<file path="config.mk">
export PLATFORM = sky130hd
export DESIGN_NAME = mw_seq_reader
export DESIGN_NICKNAME = d
export VERILOG_FILES = /design/src/rtl/mw_rd_pkg.sv /design/src/rtl/mw_edge_det.sv /design/src/rtl/mw_cmd_rx.sv /design/src/rtl/mw_read_tx.sv /design/src/rtl/mw_seq_reader.sv
export SDC_FILE = /design/constraint.sdc
export NUM_CORES = 1
export LEC_CHECK = 0
export BUFFER_PORTS_ARGS = -buffer_cell sky130_fd_sc_hd__buf_2
export CAP_MARGIN = 40
export CORE_MARGIN = 8
export CORE_UTILIZATION = 39
export CTS_CLUSTER_SIZE = 20
export DETAILED_ROUTE_END_ITERATION = 8
export HOLD_SLACK_MARGIN = 0.08
export PLACE_DENSITY = 0.54
export RECOVER_POWER = 25
export SETUP_SLACK_MARGIN = 0.5
export SYNTH_ARGS = -nofsm -noshare
export SYNTH_HDL_FRONTEND = slang
export SYNTH_SLANG_ARGS = --single-unit
export TNS_END_PERCENT = 30
</file>
<file path="constraint.sdc">
create_clock -name clk_i -period 2.3 [get_ports clk_i]
set_clock_uncertainty 0.05 [all_clocks]
set_input_delay 0.345 -clock clk_i [delete_from_list [all_inputs] [get_ports clk_i]]
set_output_delay 0.345 -clock clk_i [all_outputs]
set_load 0.02 [all_outputs]
</file>
<file path="src/rtl/mw_rd_pkg.sv">
package mw_rd_pkg;
  typedef enum logic [1:0] {
    RX_IDLE,
    RX_CMD,
    RX_GO,
    RX_SKIP
  } rx_state_e;

  localparam logic [1:0] OP_READ = 2'b10;
endpackage

</file>
<file path="src/rtl/mw_edge_det.sv">
module mw_edge_det (
  input  logic clk_i,
  input  logic rst_ni,
  input  logic sclk_i,
  output logic rise_o
);
  logic sclk_q;

  always_ff @(posedge clk_i or negedge rst_ni) begin
    if (!rst_ni) sclk_q <= 1'b0;
    else         sclk_q <= sclk_i;
  end

  assign rise_o = sclk_i & ~sclk_q;

  // a detected edge cannot repeat on the next clock
  assert_rise_single_R6: assert property (@(posedge clk_i) disable iff (!rst_ni)
    rise_o |=> !rise_o);
endmodule

</file>
<file path="src/rtl/mw_cmd_rx.sv">
module mw_cmd_rx
  import mw_rd_pkg::*;
#(
  parameter int AW = 8
) (
  input  logic          clk_i,
  input  logic          rst_ni,
  input  logic          cs_i,
  input  logic          rise_i,
  input  logic          sdi_i,
  output logic          go_o,
  output logic [AW-1:0] addr_o
);
  localparam int NBITS = AW + 2;
  localparam int CW    = $clog2(NBITS + 1);
  localparam logic [CW-1:0] LAST = CW'(NBITS - 1);

  rx_state_e      st_q;
  logic [CW-1:0]  cnt_q;
  logic [AW:0]    sr_q;
  logic [AW+1:0]  full;
  logic           last_bit;

  assign full     = {sr_q, sdi_i};
  assign last_bit = cs_i && rise_i && (st_q == RX_CMD) && (cnt_q == LAST);
  assign go_o     = last_bit && (full[AW+1:AW] == OP_READ);
  assign addr_o   = full[AW-1:0];

  always_ff @(posedge clk_i or negedge rst_ni) begin
    if (!rst_ni) begin
      st_q  <= RX_IDLE;
      cnt_q <= '0;
      sr_q  <= '0;
    end else if (!cs_i) begin
      st_q  <= RX_IDLE;
      cnt_q <= '0;
    end else if (rise_i) begin
      unique case (st_q)
        RX_IDLE: if (sdi_i) begin
          st_q  <= RX_CMD;
          cnt_q <= '0;
          sr_q  <= '0;
        end
        RX_CMD: begin
          sr_q  <= full[AW:0];
          cnt_q <= cnt_q + 1'b1;
          if (cnt_q == LAST)
            st_q <= (full[AW+1:AW] == OP_READ) ? RX_GO : RX_SKIP;
        end
        default: ;
      endcase
    end
  end

  // once a command is rejected no read starts before chip select falls
  assert_skip_no_go_R4: assert property (@(posedge clk_i) disable iff (!rst_ni)
    (st_q == RX_SKIP) |-> !go_o);
endmodule

</file>
<file path="src/rtl/mw_read_tx.sv">
module mw_read_tx #(
  parameter int AW = 8,
  parameter int DW = 16
) (
  input  logic          clk_i,
  input  logic          rst_ni,
  input  logic          cs_i,
  input  logic          rise_i,
  input  logic          go_i,
  input  logic [AW-1:0] addr_i,
  input  logic [DW-1:0] mem_rdata_i,
  output logic [AW-1:0] mem_addr_o,
  output logic          sdo_o,
  output logic          sdo_en_o
);
  localparam int BW = $clog2(DW);
  localparam logic [BW-1:0] BIT_LAST = BW'(DW - 1);

  logic          active_q;
  logic          stream_q;
  logic [AW-1:0] addr_q;
  logic [DW-1:0] pre_q;
  logic [DW-1:0] sh_q;
  logic [BW-1:0] bit_q;
  logic          load_word;

  assign load_word = active_q && rise_i && (!stream_q || bit_q == BIT_LAST);

  // word for addr_q is held one clock after addr_q settles
  always_ff @(posedge clk_i or negedge rst_ni) begin
    if (!rst_ni) pre_q <= '0;
    else         pre_q <= mem_rdata_i;
  end

  always_ff @(posedge clk_i or negedge rst_ni) begin
    if (!rst_ni) begin
      active_q <= 1'b0;
      stream_q <= 1'b0;
      addr_q   <= '0;
      sh_q     <= '0;
      bit_q    <= '0;
    end else if (!cs_i) begin
      active_q <= 1'b0;
      stream_q <= 1'b0;
    end else if (go_i) begin
      active_q <= 1'b1;
      stream_q <= 1'b0;
      addr_q   <= addr_i;
      bit_q    <= '0;
    end else if (load_word) begin
      sh_q     <= pre_q;
      addr_q   <= addr_q + 1'b1;
      bit_q    <= '0;
      stream_q <= 1'b1;
    end else if (active_q && rise_i) begin
      sh_q  <= sh_q << 1;
      bit_q <= bit_q + 1'b1;
    end
  end

  assign mem_addr_o = addr_q;
  assign sdo_o      = stream_q ? sh_q[DW-1] : 1'b0;
  assign sdo_en_o   = active_q;

  // address steps by one per word, wrapping at the top
  assert_addr_step_R8: assert property (@(posedge clk_i) disable iff (!rst_ni)
    (cs_i && !go_i && load_word) |=> (mem_addr_o == $past(mem_addr_o) + 1'b1));

  // output only moves on a serial edge, a new command or a chip-select drop
  assert_hold_between_edges_R6: assert property (@(posedge clk_i) disable iff (!rst_ni)
    (cs_i && !rise_i && !go_i) |=> $stable(sdo_o));
endmodule

</file>
<file path="src/rtl/mw_seq_reader.sv">
module mw_seq_reader #(
  parameter int AW = 8,
  parameter int DW = 16
) (
  input  logic          clk_i,
  input  logic          rst_ni,
  input  logic          cs_i,
  input  logic          sclk_i,
  input  logic          sdi_i,
  output logic [AW-1:0] mem_addr_o,
  input  logic [DW-1:0] mem_rdata_i,
  output logic          sdo_o,
  output logic          sdo_en_o
);
  logic          rise;
  logic          go;
  logic [AW-1:0] cmd_addr;

  mw_edge_det u_edge (
    .clk_i  (clk_i),
    .rst_ni (rst_ni),
    .sclk_i (sclk_i),
    .rise_o (rise)
  );

  mw_cmd_rx #(.AW(AW)) u_rx (
    .clk_i  (clk_i),
    .rst_ni (rst_ni),
    .cs_i   (cs_i),
    .rise_i (rise),
    .sdi_i  (sdi_i),
    .go_o   (go),
    .addr_o (cmd_addr)
  );

  mw_read_tx #(.AW(AW), .DW(DW)) u_tx (
    .clk_i       (clk_i),
    .rst_ni      (rst_ni),
    .cs_i        (cs_i),
    .rise_i      (rise),
    .go_i        (go),
    .addr_i      (cmd_addr),
    .mem_rdata_i (mem_rdata_i),
    .mem_addr_o  (mem_addr_o),
    .sdo_o       (sdo_o),
    .sdo_en_o    (sdo_en_o)
  );

  assert_cs_low_hiz_R2: assert property (@(posedge clk_i) disable iff (!rst_ni)
    !cs_i |=> !sdo_en_o);

  assert_dummy_zero_R5: assert property (@(posedge clk_i) disable iff (!rst_ni)
    go |=> (sdo_en_o && !sdo_o));

  // a read starts at the address just received
  assert_start_addr_R10: assert property (@(posedge clk_i) disable iff (!rst_ni)
    go |=> (mem_addr_o == $past(cmd_addr)));
endmodule

</file>
==> results.txt <==
The vertical die dimension is 98.2 um, and the met3 track demand over resource is 5.19%. The length of the first detailed-routing pass in iterations was 4; the worst hold slack across all endpoints was 0.167 ns. Derived from the worst setup path, the maximum achievable clock frequency is 0.553 GHz. The cell at the root of the clock tree is sky130_fd_sc_hd__clkbuf_8. Across the run, the number of max-cap violations was 0.

The routed design has 5750 um of wire. The post-route clock period utilization came out at 78.6%. The summed area of non-filler cells in the final layout was 3450 um2; the initial cell density of the core was 39.4%. After synthesis, the cell types taking the most area are sky130_fd_sc_hd__dfrtp_1, sky130_fd_sc_hd__mux2i_1, sky130_fd_sc_hd__a21oi_1.

The mean instance size in the synthesized netlist is 11.5 um2, and the routability congestion estimate is 0.795. Of the synthesized area, sequential elements account for 58.9%. For the leakage power figure, the log shows 0.00153 uW. The first global-routing pass estimated 9920 um of wire.

In this run the core area contains 30 standard-cell rows. The routed layout has 1974 vias. The number of clock buffers added by TritonCTS is 9.

Of the cells placed in the final design, the portion with a size suffix greater than 1 is 26.6%. The synthesis-to-finish area growth is 30.8%, and the total die area is 9640 um2. The critical path starts at u_rx.cnt_q[1]. Cell internal power was estimated by the tool at 1810 uW. The tools report the kind of start point of the critical path as a register. Setup total negative slack on the finished layout was measured at 0 ns. The cell accounting for the most synthesized area is sky130_fd_sc_hd__dfrtp_1. Combinational share of power: 4.7%. The clock transition at the registers of the reported paths is 0.07 ns. The fraction of synthesized cell area taken by the top area cell type works out to 58.9%. The worst relative slew slack is 13.0%.

The clock reaches the later pin of the worst-skew pair after 0.34 ns. Port buffering added 30 buffers. Die boundary width: 98.2 um. Setup repair after global routing could not meet its margin everywhere. For this run, global-route usage on met1 was measured as 16.3%. The share of total power consumed by net switching was 21.3%.

Power spread over the standard cell area amounts to 669 nW/um2. The class of the tightest hold or removal check was input pin to register. In this run the power spent charging and discharging nets is 491 uW.

The highest net fanout along the worst path was 3; the proportion of power drawn by the clock network was 46.2%. For the pin with the worst max-slew slack, the measured transition is 1.30 ns. During synthesis, Yosys emitted a total of 0 warnings. The logs give 0 for the total DRC errors in the routed layout and 0 for the max-slew violation count. The longest clock path from root to sink contains 2 buffers. For this run, global-route usage on met2 was measured as 19.4%. The clock net in this run drives a total of 62 sinks. At the end of the flow, the number of nets in the layout was 321. Setup slack on the worst reg-to-reg path comes out at 0.49 ns.

The utilization after layout was 51.6%; the DRC marker count from the first detailed-route iteration was 95. The routed length per instance was 15.1 um; the placed cell area was 2900 um2. For the worst setup path, the data required time is 2.49 ns.

The worst path needs 1.81 ns of the cycle, external delays included. The repair_antennas step left the layout with diodes totalling 0. The H-tree was split into 3 levels. The HPWL reported at the end of detailed placement is 3700 um, and the post-synthesis instance area is 2630 um2.

The startpoint identified for the worst register-to-register timing path is u_rx.cnt_q[1]. The startpoint identified for the worst hold timing path is sclk_i. TritonCTS built the clock tree.

The post-synthesis net count is 255, and the peak supply drop is 417 uV. The via count of the first global-routing pass was 2011. Category of the worst setup path capture point: a register. The number of instances in the synthesized netlist is 230.

The per-cell via count in the routed design was 5.18. Setup violations remaining at the end of the flow were counted as 0. The all-layer global routing usage came out at 12.8%. The synthesized netlist contains 41 unique library cells. Entering global routing, the biggest net connects 40 pins.

The register bit total from synthesis is 62. The routing layer with the top usage in global route is met2. For the sequential share of power, the log shows 49.2%. The run finished with clean final reports. The type of the worst setup path is register to register. The count of nets left with antenna violations once routing finished came out at 0. The top-level port count was 31.

The critical path data arrival time came out at 2.00 ns. Area of the core region: 6680 um2. The leftover overflow at the end of global routing was 0.

For the initial antenna violation count, the log shows 0. The count of endpoints failing hold in the final timing report came out at 0.
## power groups by stage
stage / Combinational, uW / Clock (uW) / Sequential [uW]
2_1_floorplan: 31.0 / 0 / 1150
3_3_place_gp: 81.1 / 0 / 1150
3_5_place_dp: 81.8 / 0 / 1150
4_1_cts: 109 / 1100 / 1130
5_1_grt: 122 / 1150 / 1130
6_report: 108 / 1060 / 1130
## registers in the layout (all words and copies together), names as in the netlist
name and cells:
u_tx.sh_q 16, u_rx.sr_q 9, u_tx.bit_q 4, u_tx.sdo_en_o 1, u_tx.pre_q 16, u_rx.cnt_q 4
u_edge.sclk_q 1, u_tx.stream_q 1, u_rx.st_q 2, u_tx.mem_addr_o 8
## cell families (layout without fill, tap and decap cells)
| kind of cell | Yosys count | in the layout | share of synthesized area, % |
|---|---|---|---|
| AO/OA/AOI/OAI | 65 | 66 | 15.9 |
| AND/OR/NAND/NOR | 64 | 64 | 13.3 |
| flip-flops | 62 | 62 | 58.9 |
| buffers and inverters | 18 | 88 | 3.66 |
| multiplexers | 15 | 15 | 5.70 |
| adder cells (fa/ha/maj) | 4 | 4 | 1.90 |
| XOR/XNOR | 2 | 2 | 0.665 |
## worst paths after layout
check | endpoint | depth (start not counted)
setup / recovery | u_tx.bit_q[2] | 6
hold / removal | u_edge.sclk_q | 1
setup reg to reg | u_tx.bit_q[2] | 6
hold reg to reg | u_tx.sh_q[0] | 2
max in group asynchronous | u_tx.sdo_en_o | 3
min in group asynchronous | u_rx.sr_q[2] | 2
## cells in the final DEF (no fill, tap or decap), types with 2 or more instances in the layout
cell type	count
sky130_fd_sc_hd__clkbuf_8	10
sky130_fd_sc_hd__a31oi_1	6
sky130_fd_sc_hd__a22o_1	9
sky130_fd_sc_hd__bufinv_16	2
sky130_fd_sc_hd__mux2i_1	14
sky130_fd_sc_hd__dlygate4sd3_1	17
sky130_fd_sc_hd__nand3b_1	3
sky130_fd_sc_hd__a21oi_1	20
sky130_fd_sc_hd__inv_1	8
sky130_fd_sc_hd__and2_1	2
sky130_fd_sc_hd__or2_2	2
sky130_fd_sc_hd__dfrtp_1	61
sky130_fd_sc_hd__nand4_1	3
sky130_fd_sc_hd__nand2_1	10
sky130_fd_sc_hd__buf_2	28
sky130_fd_sc_hd__or4_1	5
sky130_fd_sc_hd__o21ai_0	15
sky130_fd_sc_hd__clkbuf_1	3
sky130_fd_sc_hd__ha_1	2
sky130_fd_sc_hd__buf_4	15
sky130_fd_sc_hd__nand3_1	3
sky130_fd_sc_hd__o31ai_1	6
sky130_fd_sc_hd__nor2_1	26
sky130_fd_sc_hd__buf_12	2
## metal layers
| layer | up-vias | routed length, um |
|---|---|---|
| li1 | 971 | - |
| met1 | 961 | 2780 |
| met2 | 34 | 2660 |
| met3 | 8 | 253 |
| met4 | 0 | 53 |
| met5 | - | 0 |
## through the flow
stage / setup WS, ns / instances / power [uW]
2_1_floorplan: 0.508 / 230 / 1180
3_3_place_gp: 0.444 / 335 / 1230
3_5_place_dp: 0.372 / 335 / 1230
4_1_cts: 0.460 / 375 / 2340
5_1_grt: 0.358 / 381 / 2410
6_report: 0.491 / 381 / 2300
## cell usage after synthesis, drive strengths merged
cell     instances
dfrtp           62
nor2            26
a21oi           22
mux2i           15
o21ai           15
nand2           10
a22o             9
inv              8
a31oi            6
buf              6
o31ai            6
or4              5
clkbuf           4
ha               4
nand3            4
nand3b           3
nand4            3
and2             2
or2              2
a2111oi          1
a211oi           1
a21o             1
a31o             1
a32oi            1
and2b            1
and3b            1
and4bb           1
nand2b           1
nand4b           1
nor3b            1
o311ai           1
o31a             1
or3              1
or4b             1
or4bb            1
xnor2            1
xor2             1
## worst max-delay path, stage by stage (launching register included)
cell and delay [ns]:
sky130_fd_sc_hd__dfrtp_1 0.38, sky130_fd_sc_hd__inv_1 0.06, sky130_fd_sc_hd__ha_2 0.16, sky130_fd_sc_hd__and3b_2 0.23, sky130_fd_sc_hd__a21oi_4 0.07, sky130_fd_sc_hd__or4b_4 0.54, sky130_fd_sc_hd__o311ai_4 0.22
## cell type report
| class | count | area [um2] |
|---|---|---|
| fillers | 599 | 3240 |
| flip-flops and latches | 62 | 1550 |
| multi-input cells | 151 | 1070 |
| repair buffers | 64 | 470 |
| clock buffers | 11 | 141 |
| well taps | 80 | 100 |
| clock inverters | 5 | 81.3 |
| inverters | 8 | 30.0 |
## what timing repair did
action                     in CTS  in global routing
gates resized for setup         6                  5
buffers inserted                7                  5
hold endpoints to repair       39                  0
hold buffers                   17                  0
setup endpoints to repair      10                 23
gates cloned                    0                  1
pin swaps                       6                  5
No activity file was read; power rests on OpenSTA's default activity.
